File: src/rtl/lfc_pkg.sv
`timescale 1ns/1ps
package lfc_pkg;

  typedef enum logic [1:0] {
    ST_SEL   = 2'd0,
    ST_OBS   = 2'd1,
    ST_SEND  = 2'd2,
    ST_APPLY = 2'd3
  } lfc_state_e;

  localparam logic [1:0] BOOST_1X  = 2'b00;
  localparam logic [1:0] BOOST_2X  = 2'b01;
  localparam logic [1:0] BOOST_4X  = 2'b10;
  localparam logic [1:0] BOOST_RSV = 2'b11;

  // reserved code falls back to base clock
  function automatic logic [1:0] boost_decode(input logic [1:0] raw);
    return (raw == BOOST_RSV) ? BOOST_1X : raw;
  endfunction

endpackage

File: src/rtl/lfc_window_cnt.sv
`timescale 1ns/1ps
module lfc_window_cnt #(
  parameter int WIN_MIN = 8,
  parameter int WIN_MAX = 128,
  localparam int CNT_W  = $clog2(WIN_MAX + 1)
) (
  input  logic             clk_i,
  input  logic             rst_ni,
  input  logic             start_i,
  input  logic             obs_i,
  input  logic [CNT_W-1:0] len_i,
  input  logic             flit_i,
  output logic             last_o,
  output logic [CNT_W-1:0] count_o
);

  localparam logic [CNT_W-1:0] MIN_C = CNT_W'(WIN_MIN);
  localparam logic [CNT_W-1:0] MAX_C = CNT_W'(WIN_MAX);

  logic [CNT_W-1:0] len_q, tick_q, cnt_q, lat_q;
  logic [CNT_W-1:0] len_clamped, total;

  always_comb begin
    if (len_i < MIN_C)      len_clamped = MIN_C;
    else if (len_i > MAX_C) len_clamped = MAX_C;
    else                    len_clamped = len_i;
  end

  assign last_o = obs_i && ((tick_q + 1'b1) == len_q);
  assign total  = cnt_q + CNT_W'(flit_i);

  always_ff @(posedge clk_i or negedge rst_ni) begin
    if (!rst_ni) begin
      len_q  <= MIN_C;
      tick_q <= '0;
      cnt_q  <= '0;
      lat_q  <= '0;
    end else if (start_i) begin
      len_q  <= len_clamped;
      tick_q <= '0;
      cnt_q  <= '0;
    end else if (obs_i) begin
      if (last_o) begin
        lat_q  <= total;
        tick_q <= '0;
        cnt_q  <= '0;
      end else begin
        tick_q <= tick_q + 1'b1;
        cnt_q  <= total;
      end
    end
  end

  assign count_o = lat_q;

endmodule

File: src/rtl/lfc_freq_table.sv
`timescale 1ns/1ps
module lfc_freq_table
  import lfc_pkg::*;
#(
  parameter logic [15:0] FREQ_MAP = 16'hA950
) (
  input  logic [1:0] cls_i,
  input  logic       above_i,
  output logic [1:0] boost_o
);

  localparam int N_ENT = 8;

  logic [1:0] ent [N_ENT];
  logic [2:0] idx;

  for (genvar g = 0; g < N_ENT; g++) begin : g_ent
    assign ent[g] = FREQ_MAP[2*g +: 2];
  end

  assign idx     = {above_i, cls_i};
  assign boost_o = boost_decode(ent[idx]);

endmodule

File: src/rtl/lfc_seq_fsm.sv
`timescale 1ns/1ps
module lfc_seq_fsm
  import lfc_pkg::*;
(
  input  logic       clk_i,
  input  logic       rst_ni,
  input  logic [2:0] class_req_i,
  input  logic       last_i,
  output logic       start_o,
  output logic       obs_o,
  output logic       send_o,
  output logic       apply_o,
  output logic [1:0] cls_o,
  output lfc_state_e state_o
);

  lfc_state_e state_q, state_d;
  logic [1:0] cls_q;
  logic       req_ok;

  assign req_ok = ~class_req_i[2];

  always_comb begin
    state_d = state_q;
    start_o = 1'b0;
    unique case (state_q)
      ST_SEL: if (req_ok) begin
        state_d = ST_OBS;
        start_o = 1'b1;
      end
      ST_OBS: if (last_i) state_d = req_ok ? ST_SEND : ST_SEL;
      ST_SEND:  state_d = ST_APPLY;
      ST_APPLY: state_d = ST_SEL;
      default:  state_d = ST_SEL;
    endcase
  end

  always_ff @(posedge clk_i or negedge rst_ni) begin
    if (!rst_ni) begin
      state_q <= ST_SEL;
      cls_q   <= '0;
    end else begin
      state_q <= state_d;
      if (start_o) cls_q <= class_req_i[1:0];
    end
  end

  assign obs_o   = (state_q == ST_OBS);
  assign send_o  = (state_q == ST_SEND);
  assign apply_o = (state_q == ST_APPLY);
  assign cls_o   = cls_q;
  assign state_o = state_q;

endmodule

File: src/rtl/link_freq_ctrl.sv
`timescale 1ns/1ps
module link_freq_ctrl
  import lfc_pkg::*;
#(
  parameter int          WIN_MIN  = 8,
  parameter int          WIN_MAX  = 128,
  parameter logic [15:0] FREQ_MAP = 16'hA950,
  localparam int         CNT_W    = $clog2(WIN_MAX + 1)
) (
  input  logic             clk_i,
  input  logic             rst_ni,
  input  logic             flit_vld_i,
  input  logic [2:0]       class_req_i,
  input  logic [CNT_W-1:0] window_len_i,
  input  logic [CNT_W-1:0] threshold_i,
  output logic [1:0]       traffic_id_o,
  output logic [1:0]       boost_sel_o,
  output logic             freq_upd_o
);

  logic             start, obs, send, apply, last;
  logic [1:0]       cls;
  lfc_state_e       seq_state;
  logic [CNT_W-1:0] win_count;
  logic             above;
  logic [1:0]       tbl_boost;
  logic [1:0]       id_q, boost_q;

  lfc_seq_fsm u_fsm (
    .clk_i       (clk_i),
    .rst_ni      (rst_ni),
    .class_req_i (class_req_i),
    .last_i      (last),
    .start_o     (start),
    .obs_o       (obs),
    .send_o      (send),
    .apply_o     (apply),
    .cls_o       (cls),
    .state_o     (seq_state)
  );

  lfc_window_cnt #(.WIN_MIN(WIN_MIN), .WIN_MAX(WIN_MAX)) u_win (
    .clk_i   (clk_i),
    .rst_ni  (rst_ni),
    .start_i (start),
    .obs_i   (obs),
    .len_i   (window_len_i),
    .flit_i  (flit_vld_i),
    .last_o  (last),
    .count_o (win_count)
  );

  assign above = (win_count > threshold_i);

  lfc_freq_table #(.FREQ_MAP(FREQ_MAP)) u_tbl (
    .cls_i   (cls),
    .above_i (above),
    .boost_o (tbl_boost)
  );

  always_ff @(posedge clk_i or negedge rst_ni) begin
    if (!rst_ni) begin
      id_q    <= '0;
      boost_q <= BOOST_1X;
    end else if (send) begin
      id_q    <= cls;
      boost_q <= tbl_boost;
    end
  end

  assign traffic_id_o = id_q;
  assign boost_sel_o  = boost_q;
  assign freq_upd_o   = apply;

endmodule

File: config.mk
export PLATFORM = sky130hd
export DESIGN_NAME = link_freq_ctrl
export DESIGN_NICKNAME = d
export VERILOG_FILES = /design/src/rtl/lfc_pkg.sv /design/src/rtl/lfc_window_cnt.sv /design/src/rtl/lfc_freq_table.sv /design/src/rtl/lfc_seq_fsm.sv /design/src/rtl/link_freq_ctrl.sv
export SDC_FILE = /design/constraint.sdc
export NUM_CORES = 1
export LEC_CHECK = 0
export BUFFER_PORTS_ARGS = -buffer_cell sky130_fd_sc_hd__buf_2
export CORE_ASPECT_RATIO = 1.75
export CORE_MARGIN = 4
export CORE_UTILIZATION = 30
export CTS_CLUSTER_SIZE = 40
export DETAILED_ROUTE_END_ITERATION = 12
export HOLD_SLACK_MARGIN = 0.03
export PLACE_DENSITY = 0.5
export REMOVE_ABC_BUFFERS = 1
export SLEW_MARGIN = 20
export SYNTH_ARGS = -nofsm -noshare
export SYNTH_HDL_FRONTEND = slang
export SYNTH_HIERARCHICAL = 1
export SYNTH_SLANG_ARGS = --single-unit
File: constraint.sdc
create_clock -name clk_i -period 2.51 [get_ports clk_i]
set_input_delay 0.502 -clock clk_i [delete_from_list [all_inputs] [get_ports clk_i]]
set_output_delay 0.502 -clock clk_i [all_outputs]
set_load 0.01 [all_outputs]
==> summary.md, run 1 <==
| Metric | Value |
|---|---|
| Max Fanout on Critical Path | `6` |
| Met2 Routed Length | `2.72 mm` |
| Critical path class | `register to register` |
| Total CTS buffers | `5` |
| Period Utilization, post-route | `94.0%` |
| I/O Pins | `27` |
| Clock-pin slew on the worst setup and hold paths | `60 ps` |
| Crit end category | `register` |
| Status | `finished, final reports clean` |
| Post-synth EDFFs | `0` |
| Fin nets | `305` |
| DRC | `0` |
| Setup ws final | `151 ps` |
| Post-Route WL | `4.88 mm` |
| Cell variety after synth | `51` |
| Avg Inst Size Synth | `10.1 µm²` |
| Gpl congestion | `0.776` |
| Seq/Total Area, Yosys | `41.2%` |
| WL met3 | `158 µm` |
| Fin. Hold Viols | `0` |
| Ys async rst share | `100%` |
| Maximum clock rate | `424 MHz` |
| Max H-tree Level | `2` |
| ANT nets after route | `0` |
| Iteration-0 DRC Markers | `53` |
| Final setup viols | `0` |
| P per Cell Area | `1080 nW/µm²` |
| Non-filler cells, final | `363` |
| Cells after Synth | `241` |
| Final antenna diode count | `0` |
| CTS tree | `built` |
| Clock sink total | `40` |
| # hold bufs at CTS | `0` |
| Ys Warns | `6` |
| Vias in the first global route | `1925` |
| Post-DP HPWL | `3.74 mm` |
| Initial antenna violation count | `0` |
| Slew headroom | `66.7%` |
| Top FF cell, synth | `dfrtp_1` |
| Final Critical Period | `2360 ps` |
| Die height | `127 µm` |
| Fin Setup TNS | `0 ps` |
| Clock Tree Buf Depth | `2` |
| Actual slew at the worst max-slew pin | `494 ps` |
| LEAKAGE | `0.00134 µW` |
| #FFs+latches synth | `40` |
| Root Driver | `clkbuf_16` |
| Via density | `5.05` |
| Peak VDD IR | `0.437 mV` |
| Hold_ws | `269 ps` |
| Clock Skew | `3.18 ps` |
| # rows | `43` |
| Synthesis-to-finish area growth | `18.7%` |
| Pins Over Slew Limit | `0` |
| Grt ovf | `0` |
| Routed vias | `1832` |
| PortBufs | `26` |
| Hold WC Path Type | `input port to asynchronous set/reset pin` |
| Post-Place Setup Slack | `61.0 ps` |
| MaxCap Viol Count | `0` |
| Die ar. | `9660 µm²` |
| Global-route wire length before repair | `8.57 mm` |
| Met1 Wirelength | `1.87 mm` |
| Clk_lat worst skew | `280 ps` |
| Drt pass-1 iters | `6` |
| R2r setup slk | `150 ps` |
| Die W | `76.0 µm` |
| Initial Util | `30.7%` |
| Top sig layer | `met4` |
| CP required | `2670 ps` |
| GRT Total Usage | `10.7%` |
| Avg WL per Cell | `13.5 µm` |
| Startpoint Class | `register` |
| Placed cells | `354` |
| Core area | `7910 µm²` |
| Layout cells sized above 1 | `28.9%` |
| WP data arrival | `2520 ps` |
| Synth Cell Area | `2430 µm²` |
| Pin count of the biggest net entering global routing | `41` |
==> power breakdown <==
part	internal (µW)	switching, µW
logic	628	613
registers	894	268
clock network	467	241
==> sequential cells by signal (all words and copies together) (netlist names), named ones only <==
name / count
u_win/count_o: 8
traffic_id_o: 2
boost_sel_o: 2
u_fsm/state_o: 1
u_fsm/cls_o: 2
u_win/tick_q: 8
u_win/len_q: 8
u_win/cnt_q: 8
==> layout by cell type (no fill, tap or decap), types with 3 or more instances in the layout <==
master and n:
nor3_1 3, a21oi_1 8, o32ai_1 7, mux2_2 19, buf_4 8, clkbuf_16 5, dfrtp_1 38, nand3_1 10
nand2b_1 7, xor2_1 9, o21ai_0 13, a2111oi_1 4, ha_1 10, inv_1 17, and3_1 6, nand3b_1 3
buf_2 26, nor2_1 11, nor3b_1 3, xnor2_1 8, nand2_1 13
==> synthesized netlist by cell type (2+ instances only) <==
library cell  count  share of area [%]
or2b_1            2               0.62
nand2_1          13                2.0
or3_1             2               0.51
xnor2_1           8                2.9
nor3b_1           3               0.93
ha_1             11                5.7
o21ai_0          13                2.7
nand4_1           2               0.51
nor2b_1           2               0.51
mux2_2           19                8.8
and2b_2           2               0.72
dfrtp_1          39                 40
a2111oi_0         6                2.2
nand3b_1          3               0.93
nand2b_1          7                1.8
nor3_1            3               0.62
and2_1            2               0.51
and3_1            6                1.5
o32ai_1           7                2.5
a21oi_1           8                1.6
inv_1            17                2.6
nor2_1           11                1.7
o22ai_1           2               0.51
o211ai_1          2               0.62
clkbuf_1          8                1.2
nand3_1          10                2.1
xor2_1            9                3.2
==> cells by family after synthesis <==
| family | synth area share (%) |
|---|---|
| AO/OA/AOI/OAI | 14.5 |
| adder cells (fa/ha/maj) | 5.66 |
| flip-flops | 41.2 |
| buffers and inverters | 4.38 |
| XOR/XNOR | 6.13 |
| AND/OR/NAND/NOR | 19.3 |
| multiplexers | 8.81 |
==> final timing paths <==
kind	start	end	cells past startpoint
worst min register to register	u_win/cnt_q[0]	u_win/cnt_q[0]	2
min in group clk_i	window_len_i[1]	u_win/len_q[1]	3
worst max register to register	u_win/tick_q[0]	u_fsm/state_o[0]	8
max in group asynchronous	rst_ni	u_win/tick_q[0]	2
worst max-delay path	u_win/tick_q[0]	u_fsm/state_o[0]	8
worst min-delay path	rst_ni	u_win/tick_q[2]	2
==> critical path, cell delays in order, from the launching register on <==
cell and delay (ps):
dfrtp_2 410, ha_2 220, or2b_1 250, or3_1 420, a211oi_4 360, o211a_4 240
and2_1 140, o21ai_0 70, o31a_2 120
==> layout make-up <==
cell class | count | area (µm²)
Multi-Input combinational cell | 174 | 1350
Clock inverter | 2 | 35.0
Tap cell | 90 | 113
Inverter | 17 | 63.8
Timing Repair Buffer | 34 | 190
Clock buffer | 6 | 129
Sequential cell | 40 | 1000
Fill cell | 816 | 5020
==> through the flow <==
stage	utilization, %	instance area [µm²]	power (µW)
global placement	33.9	2680	2340
CTS	36.0	2850	3090
finish	36.5	2890	3110
detailed placement	33.9	2680	2360
global route	36.5	2890	3370
floorplan	-	2390	2050
==> repair_timing <==
| item | 4_1_cts | 5_1_grt |
|---|---|---|
| setup endpoints to repair | 0 | 22 |
| buffers inserted | 0 | 1 |
| endpoints found under the hold margin | 0 | 0 |
| gates resized for setup | 0 | 9 |
==> per-layer routing <==
layer  track usage [%]  vias up
li1                  -      927
met3              1.62       11
met5                 0        -
met1              10.7      861
met4              5.35        0
met2              20.7       33
Power figures use the tool's default switching activity.
==> run 2, diff against run 1 <==
--- a/config.mk
+++ b/config.mk
@@ -5,6 +5,7 @@
 export SDC_FILE = /design/constraint.sdc
 export NUM_CORES = 1
 export LEC_CHECK = 0
+export ABC_AREA = 1
 export BUFFER_PORTS_ARGS = -buffer_cell sky130_fd_sc_hd__buf_2
 export CORE_ASPECT_RATIO = 1.75
 export CORE_MARGIN = 4
==> constraint.sdc (replaced) <==
create_clock -name clk_i -period 2.1 [get_ports clk_i]
set_input_delay 0.42 -clock clk_i [delete_from_list [all_inputs] [get_ports clk_i]]
set_output_delay 0.42 -clock clk_i [all_outputs]
set_load 0.01 [all_outputs]
==> run 2 against run 1 <==
  * Clock-buffer cell count is 1 higher
  * Sequential cell count stayed put
  * Clock power rose by 3.9%
  * Critical path depth is 4 higher
  * Wire length grew 14%
  * Via count rose by 19%
  * Cell count is 39% higher
  * Clock skew is 2.9 ps higher
  * Synthesized cell count up 43%
==> summary.md, run 2 <==
| Metric | Value |
|---|---|
| Share of power burned in the clock network | `20.7%` |
| Most frequent cells after synthesis | `100 x nand2_1, 51 x inv_1, 39 x dfrtp_1` |
| Slew headroom | `44.0%` |
| Root Driver | `clkbuf_16` |
| Fin. Hold Viols | `0` |
| DRC | `0` |
| Seq/Total Area, Yosys | `37.6%` |
| Cell variety after synth | `32` |
| Status | `finished, final reports clean` |
| WP data arrival | `2030 ps` |
| Ys async rst share | `100%` |
| MaxCap Viol Count | `0` |
| I/O Pins | `27` |
| Count leader, synth | `nand2_1` |
| Post-synth EDFFs | `0` |
| Avg WL per Cell | `11.1 µm` |
| RSZ-0062 raised after global routing | `no` |
| Final setup viols | `0` |
| Avg Inst Size Synth | `7.72 µm²` |
| Die W | `79.3 µm` |
| Final Critical Period | `1850 ps` |
| Fin Setup TNS | `0 ps` |
| LEAKAGE | `0.00175 µW` |
| Die height | `133 µm` |
| Clock Tree Buf Depth | `2` |
| Pins Over Slew Limit | `0` |
| Post-Route WL | `5.57 mm` |
| Initial antenna violation count | `0` |
| Non-filler cells, final | `503` |
| Sw frac | `41.5%` |
| Initial Util | `30.7%` |
| FF-to-FF End | `u_win/tick_q[7]` |
| Switching power | `1480 µW` |
| Synth Cell Area | `2670 µm²` |
| Top FF cell, synth | `dfrtp_1` |
| Final antenna diode count | `0` |
| Actual slew at the worst max-slew pin | `837 ps` |
| Clock Skew | `6.12 ps` |
| Vias in the first global route | `2296` |
| GRT Total Usage | `12.1%` |
| #FFs+latches synth | `40` |
| # rows | `45` |
| Worst r2r src | `u_win/tick_q[0]` |
| Pin count of the biggest net entering global routing | `22` |
| Synthesis-to-finish area growth | `18.8%` |
| Placed cells | `495` |
| Layout cells sized above 1 | `25.6%` |
| Iteration-0 DRC Markers | `54` |
| Maximum clock rate | `540 MHz` |
| Critical path class | `register to register` |
| PortBufs | `26` |
| R2r setup slk | `250 ps` |
| Post-CTS setup buffer count | `0` |
| Reg power frac | `33.0%` |
| Top cells by area, synth | `dfrtp_1 37%, nand2_1 14%, inv_1 7.2%` |
| P per Cell Area | `1130 nW/µm²` |
| Total CTS buffers | `5` |
| Grt ovf | `0` |
| Startpoint Class | `register` |
| Ys Warns | `6` |
| Clk_lat worst skew | `280 ps` |
| Clock sink total | `40` |
| Fin nets | `418` |
| Commonest non-fill, non-tap cell in the layout | `nand2_1` |
| ANT nets after route | `0` |
| Period Utilization, post-route | `88.2%` |
| Gate power share | `46.4%` |
| Peak VDD IR | `0.528 mV` |
| Post-DP HPWL | `4.54 mm` |
| Most frequent cells in the layout | `100 x nand2_1, 51 x inv_1, 39 x dfrtp_1` |
| Cell taking the most area after synthesis | `dfrtp_1` |
| # hold bufs at CTS | `0` |
| R2R depth | `12` |
| Cells after Synth | `345` |
| Global-route wire length before repair | `10.2 mm` |
| Crit end category | `register` |
| Gpl congestion | `0.775` |
| Post-CTS sizing | `0` |
| Yosys top cell area share | `36.6%` |
| Die ar. | `10500 µm²` |
| Via density | `4.35` |
| Max H-tree Level | `2` |
| Routed vias | `2187` |
| CP required | `2270 ps` |
| Clock-pin slew on the worst setup and hold paths | `60 ps` |
| Drt pass-1 iters | `4` |
| Pint | `2090 µW` |
| Core area | `8670 µm²` |
| Hold WC Path Type | `input port to asynchronous set/reset pin` |
| Max Fanout on Critical Path | `4` |
| CTS tree | `built` |
[run 2: area by class of cell]
class	count	area, µm²
Clock buffer	7	133
Sequential cell	40	1000
Clock inverter	1	5.00
Inverter	55	206
Tap cell	117	146
Multi-Input combinational cell	246	1420
Timing Repair Buffer	37	250
Fill cell	960	5500
[run 2: critical path: stages (launching register included)]
cell	delay, ps
dfrtp_1	390
ha_1	250
nand3_1	190
nand2_1	100
nand3_1	90
nand2_1	60
inv_2	60
nand3_4	100
nor2_8	140
nand2_4	80
buf_4	180
nand2_1	70
nand2_1	40
[run 2: cell families (layout without fill, tap and decap cells)]
logic type	Yosys count	count (layout)	share of synthesized area [%]
flops	40	40	37.6
mux	4	4	1.69
xor+xnor	6	6	1.97
compound gates	19	19	3.94
simple gates	206	206	40.7
buf+inv	59	100	8.97
fa+ha+maj	11	11	5.16
[run 2: power by group through the flow]
stage / registers [µW] / clock network [µW] / logic (µW)
2_1_floorplan: 1170 / 0 / 1210
3_3_place_gp: 1190 / 0 / 1670
3_5_place_dp: 1190 / 0 / 1690
4_1_cts: 1180 / 768 / 1700
5_1_grt: 1210 / 807 / 1890
6_report: 1180 / 737 / 1650
[run 2: worst max path at each step]
stage	startpoint	to	slack (ps)	cells after the start
after floorplan	u_win/tick_q[0]	register	150	13
after global placement	threshold_i[7]	boost_sel_o[0]	180	11
after detailed placement	threshold_i[7]	boost_sel_o[0]	150	11
after CTS	register	u_win/len_q[1]	200	9
after global routing	register	u_win/len_q[1]	0.1	9
final	u_win/tick_q[0]	u_win/tick_q[7]	250	12
[run 2: routing by layer]
| metal | vias to the layer above | routed length (µm) | global-route usage [%] |
|---|---|---|---|
| met3 | 6 | 192 | 2.72 |
| met4 | 0 | 82 | 3.44 |
| met1 | 992 | 2170 | 13.0 |
| li1 | 1166 | - | - |
| met5 | - | 0 | 0 |
| met2 | 23 | 3130 | 22.9 |
[run 2: per-stage QoR]
stage	setup WS (ps)	util, %	power, µW	hold slack [ps]	cell area, µm²
6_report	248	36.5	3570	102	3170
5_1_grt	0.0961	36.5	3900	138	3170
4_1_cts	202	36.5	3640	116	3170
3_5_place_dp	153	34.9	2880	421	3030
3_3_place_gp	182	34.9	2860	413	3030
2_1_floorplan	148	-	2380	124	2630
==> run 3, diff against run 2 <==
--- a/config.mk
+++ b/config.mk
@@ -12,6 +12,7 @@
 export CORE_UTILIZATION = 30
 export CTS_CLUSTER_SIZE = 40
 export DETAILED_ROUTE_END_ITERATION = 12
+export GPL_TIMING_DRIVEN = 0
 export HOLD_SLACK_MARGIN = 0.03
 export PLACE_DENSITY = 0.5
 export REMOVE_ABC_BUFFERS = 1
==> run 3 against run 2 <==
  * Non-clock buffer count fell by 3
  * Utilization about the same
  * Clock skew is 0.91 ps lower
  * Final area down 0.12%
  * Register-to-register slack got worse by 70 ps
  * Fmax decreased by 3.8%
  * Sequential power hardly changed
  * Sequential share of layout area up 0.12 points
  * Critical path depth down 1
  * Die area did not move
  * Hold slack better by 180 ps
  * Worst setup slack lost 73 ps
  * Largest power group unchanged
==> summary.md, run 3 (synthesis gave the netlist of run 2 again) <==
| Metric | Value |
|---|---|
| Global-route wire length before repair | `9.60 mm` |
| Post-Route WL | `5.49 mm` |
| CP required | `2270 ps` |
| Routed vias | `2213` |
| # rows | `45` |
| Critical path class | `register to register` |
| Switching power | `1500 µW` |
| WP data arrival | `2100 ps` |
| Final Critical Period | `1930 ps` |
| Clock Skew | `5.21 ps` |
| Initial antenna violation count | `0` |
| Fillers | `955` |
| Hold WC Path Type | `input port to asynchronous set/reset pin` |
| RSZ-0062 raised after global routing | `no` |
| Fin. Hold Viols | `0` |
| Final antenna diode count | `0` |
| Post-Place Setup Slack | `-296 ps` |
| CTS tree | `built` |
| Clock Tree Buf Depth | `2` |
| Non-filler cells, final | `500` |
| Layout cells sized above 1 | `26.4%` |
| Total CTS buffers | `5` |
| Reg power frac | `32.2%` |
| Fin nets | `415` |
| Grt ovf | `0` |
| Iteration-0 DRC Markers | `59` |
| Setup ws final | `175 ps` |
| DRC | `0` |
| Pins Over Slew Limit | `0` |
| Share of power burned in the clock network | `23.5%` |
| # hold bufs at CTS | `0` |
| Final setup viols | `0` |
| ANT nets after route | `0` |
| Drt pass-1 iters | `4` |
| Sw frac | `40.8%` |
| Startpoint Class | `register` |
| Avg WL per Cell | `11.0 µm` |
| Gate power share | `44.2%` |
| Die W | `79.3 µm` |
| Peak VDD IR | `0.462 mV` |
| Fin Setup TNS | `0 ps` |
| Root Driver | `clkbuf_16` |
| Status | `finished, final reports clean` |
| Pint | `2180 µW` |
| Commonest non-fill, non-tap cell in the layout | `nand2_1` |
| Vias in the first global route | `2139` |
| Initial Util | `30.7%` |
| Placed cells | `485` |
| LEAKAGE | `0.00171 µW` |
| Clock-pin slew on the worst setup and hold paths | `60 ps` |
| P per Cell Area | `1160 nW/µm²` |
| Clk_lat worst skew | `290 ps` |
| Crit end category | `register` |
| PortBufs | `26` |
| Period Utilization, post-route | `91.7%` |
| Synthesis-to-finish area growth | `18.7%` |
| MaxCap Viol Count | `0` |
| Slew headroom | `38.8%` |
| Die ar. | `10500 µm²` |
| Actual slew at the worst max-slew pin | `919 ps` |
| Max H-tree Level | `2` |
| Die height | `133 µm` |
| Gpl congestion | `0.774` |
| Power Total | `3680 µW` |
| Via density | `4.43` |
| GRT Total Usage | `11.6%` |
| Hold_ws | `278 ps` |
| Core area | `8670 µm²` |
| Post-DP HPWL | `4.23 mm` |
| Clock sink total | `40` |
| Most frequent cells in the layout | `100 x nand2_1, 50 x inv_1, 37 x dfrtp_1` |
| I/O Pins | `27` |
| Pin count of the biggest net entering global routing | `41` |
| Max Fanout on Critical Path | `10` |
| Maximum clock rate | `519 MHz` |
[run 3: final timing paths]
kind | startpoint | to | slack (ps) | cells after the start
min in group clk_i | window_len_i[5] | u_win/len_q[5] | 360 | 3
worst max-delay path | u_win/tick_q[1] | u_win/count_o[6] | 170 | 11
worst max register to register | u_win/tick_q[1] | u_win/count_o[6] | 170 | 11
max in group asynchronous | rst_ni | u_win/tick_q[1] | 1200 | 1
worst min-delay path | rst_ni | u_win/cnt_q[1] | 280 | 1
worst min register to register | u_win/count_o[0] | u_win/count_o[0] | 470 | 2
[run 3: layout make-up]
type	count	area (µm²)	share of cell area, %
clock inverters	2	35.0	1.11
repair buffers	34	203	6.41
inverters	55	210	6.65
flip-flops and latches	40	1000	31.8
clock buffers	6	129	4.07
multi-input cells	246	1440	45.4
well taps	117	146	4.63
[run 3: critical path, stage by stage (launching register included)]
cell	delay (ps)
dfrtp_2	420
ha_2	200
nand2_2	110
nand2_1	80
nand2_1	60
nand2_1	50
inv_1	50
nand3_1	160
nor2_8	250
nand4_2	260
nand2_1	130
nand2_1	50
[run 3: routing by layer]
layer	routed length (µm)	vias up	global-route usage, %
li1	-	1151	-
met3	166	5	3.07
met2	3060	27	21.4
met5	0	-	0
met1	2190	1030	12.1
met4	69	0	4.30
[run 3: power by group through the flow]
| stage | registers (µW) | logic [µW] | clock network, µW |
|---|---|---|---|
| 5_1_grt | 1220 | 1850 | 934 |
| 2_1_floorplan | 1170 | 1210 | 0 |
| 3_3_place_gp | 1220 | 1470 | 0 |
| 4_1_cts | 1190 | 1580 | 899 |
| 3_5_place_dp | 1220 | 1500 | 0 |
| 6_report | 1180 | 1630 | 866 |
[run 3: timing repair]
action | 4_1_cts | 5_1_grt
resized for setup | 3 | 3
pin swaps | 1 | 1
endpoints found under the setup margin | 20 | 28
buffers inserted | 3 | 4
[run 3: through the flow]
step,instance area (µm²),utilization [%]
after floorplan,2630,-
after global placement,2910,33.5
after detailed placement,2920,33.6
after CTS,3130,36.1
after global routing,3160,36.5
final,3160,36.5
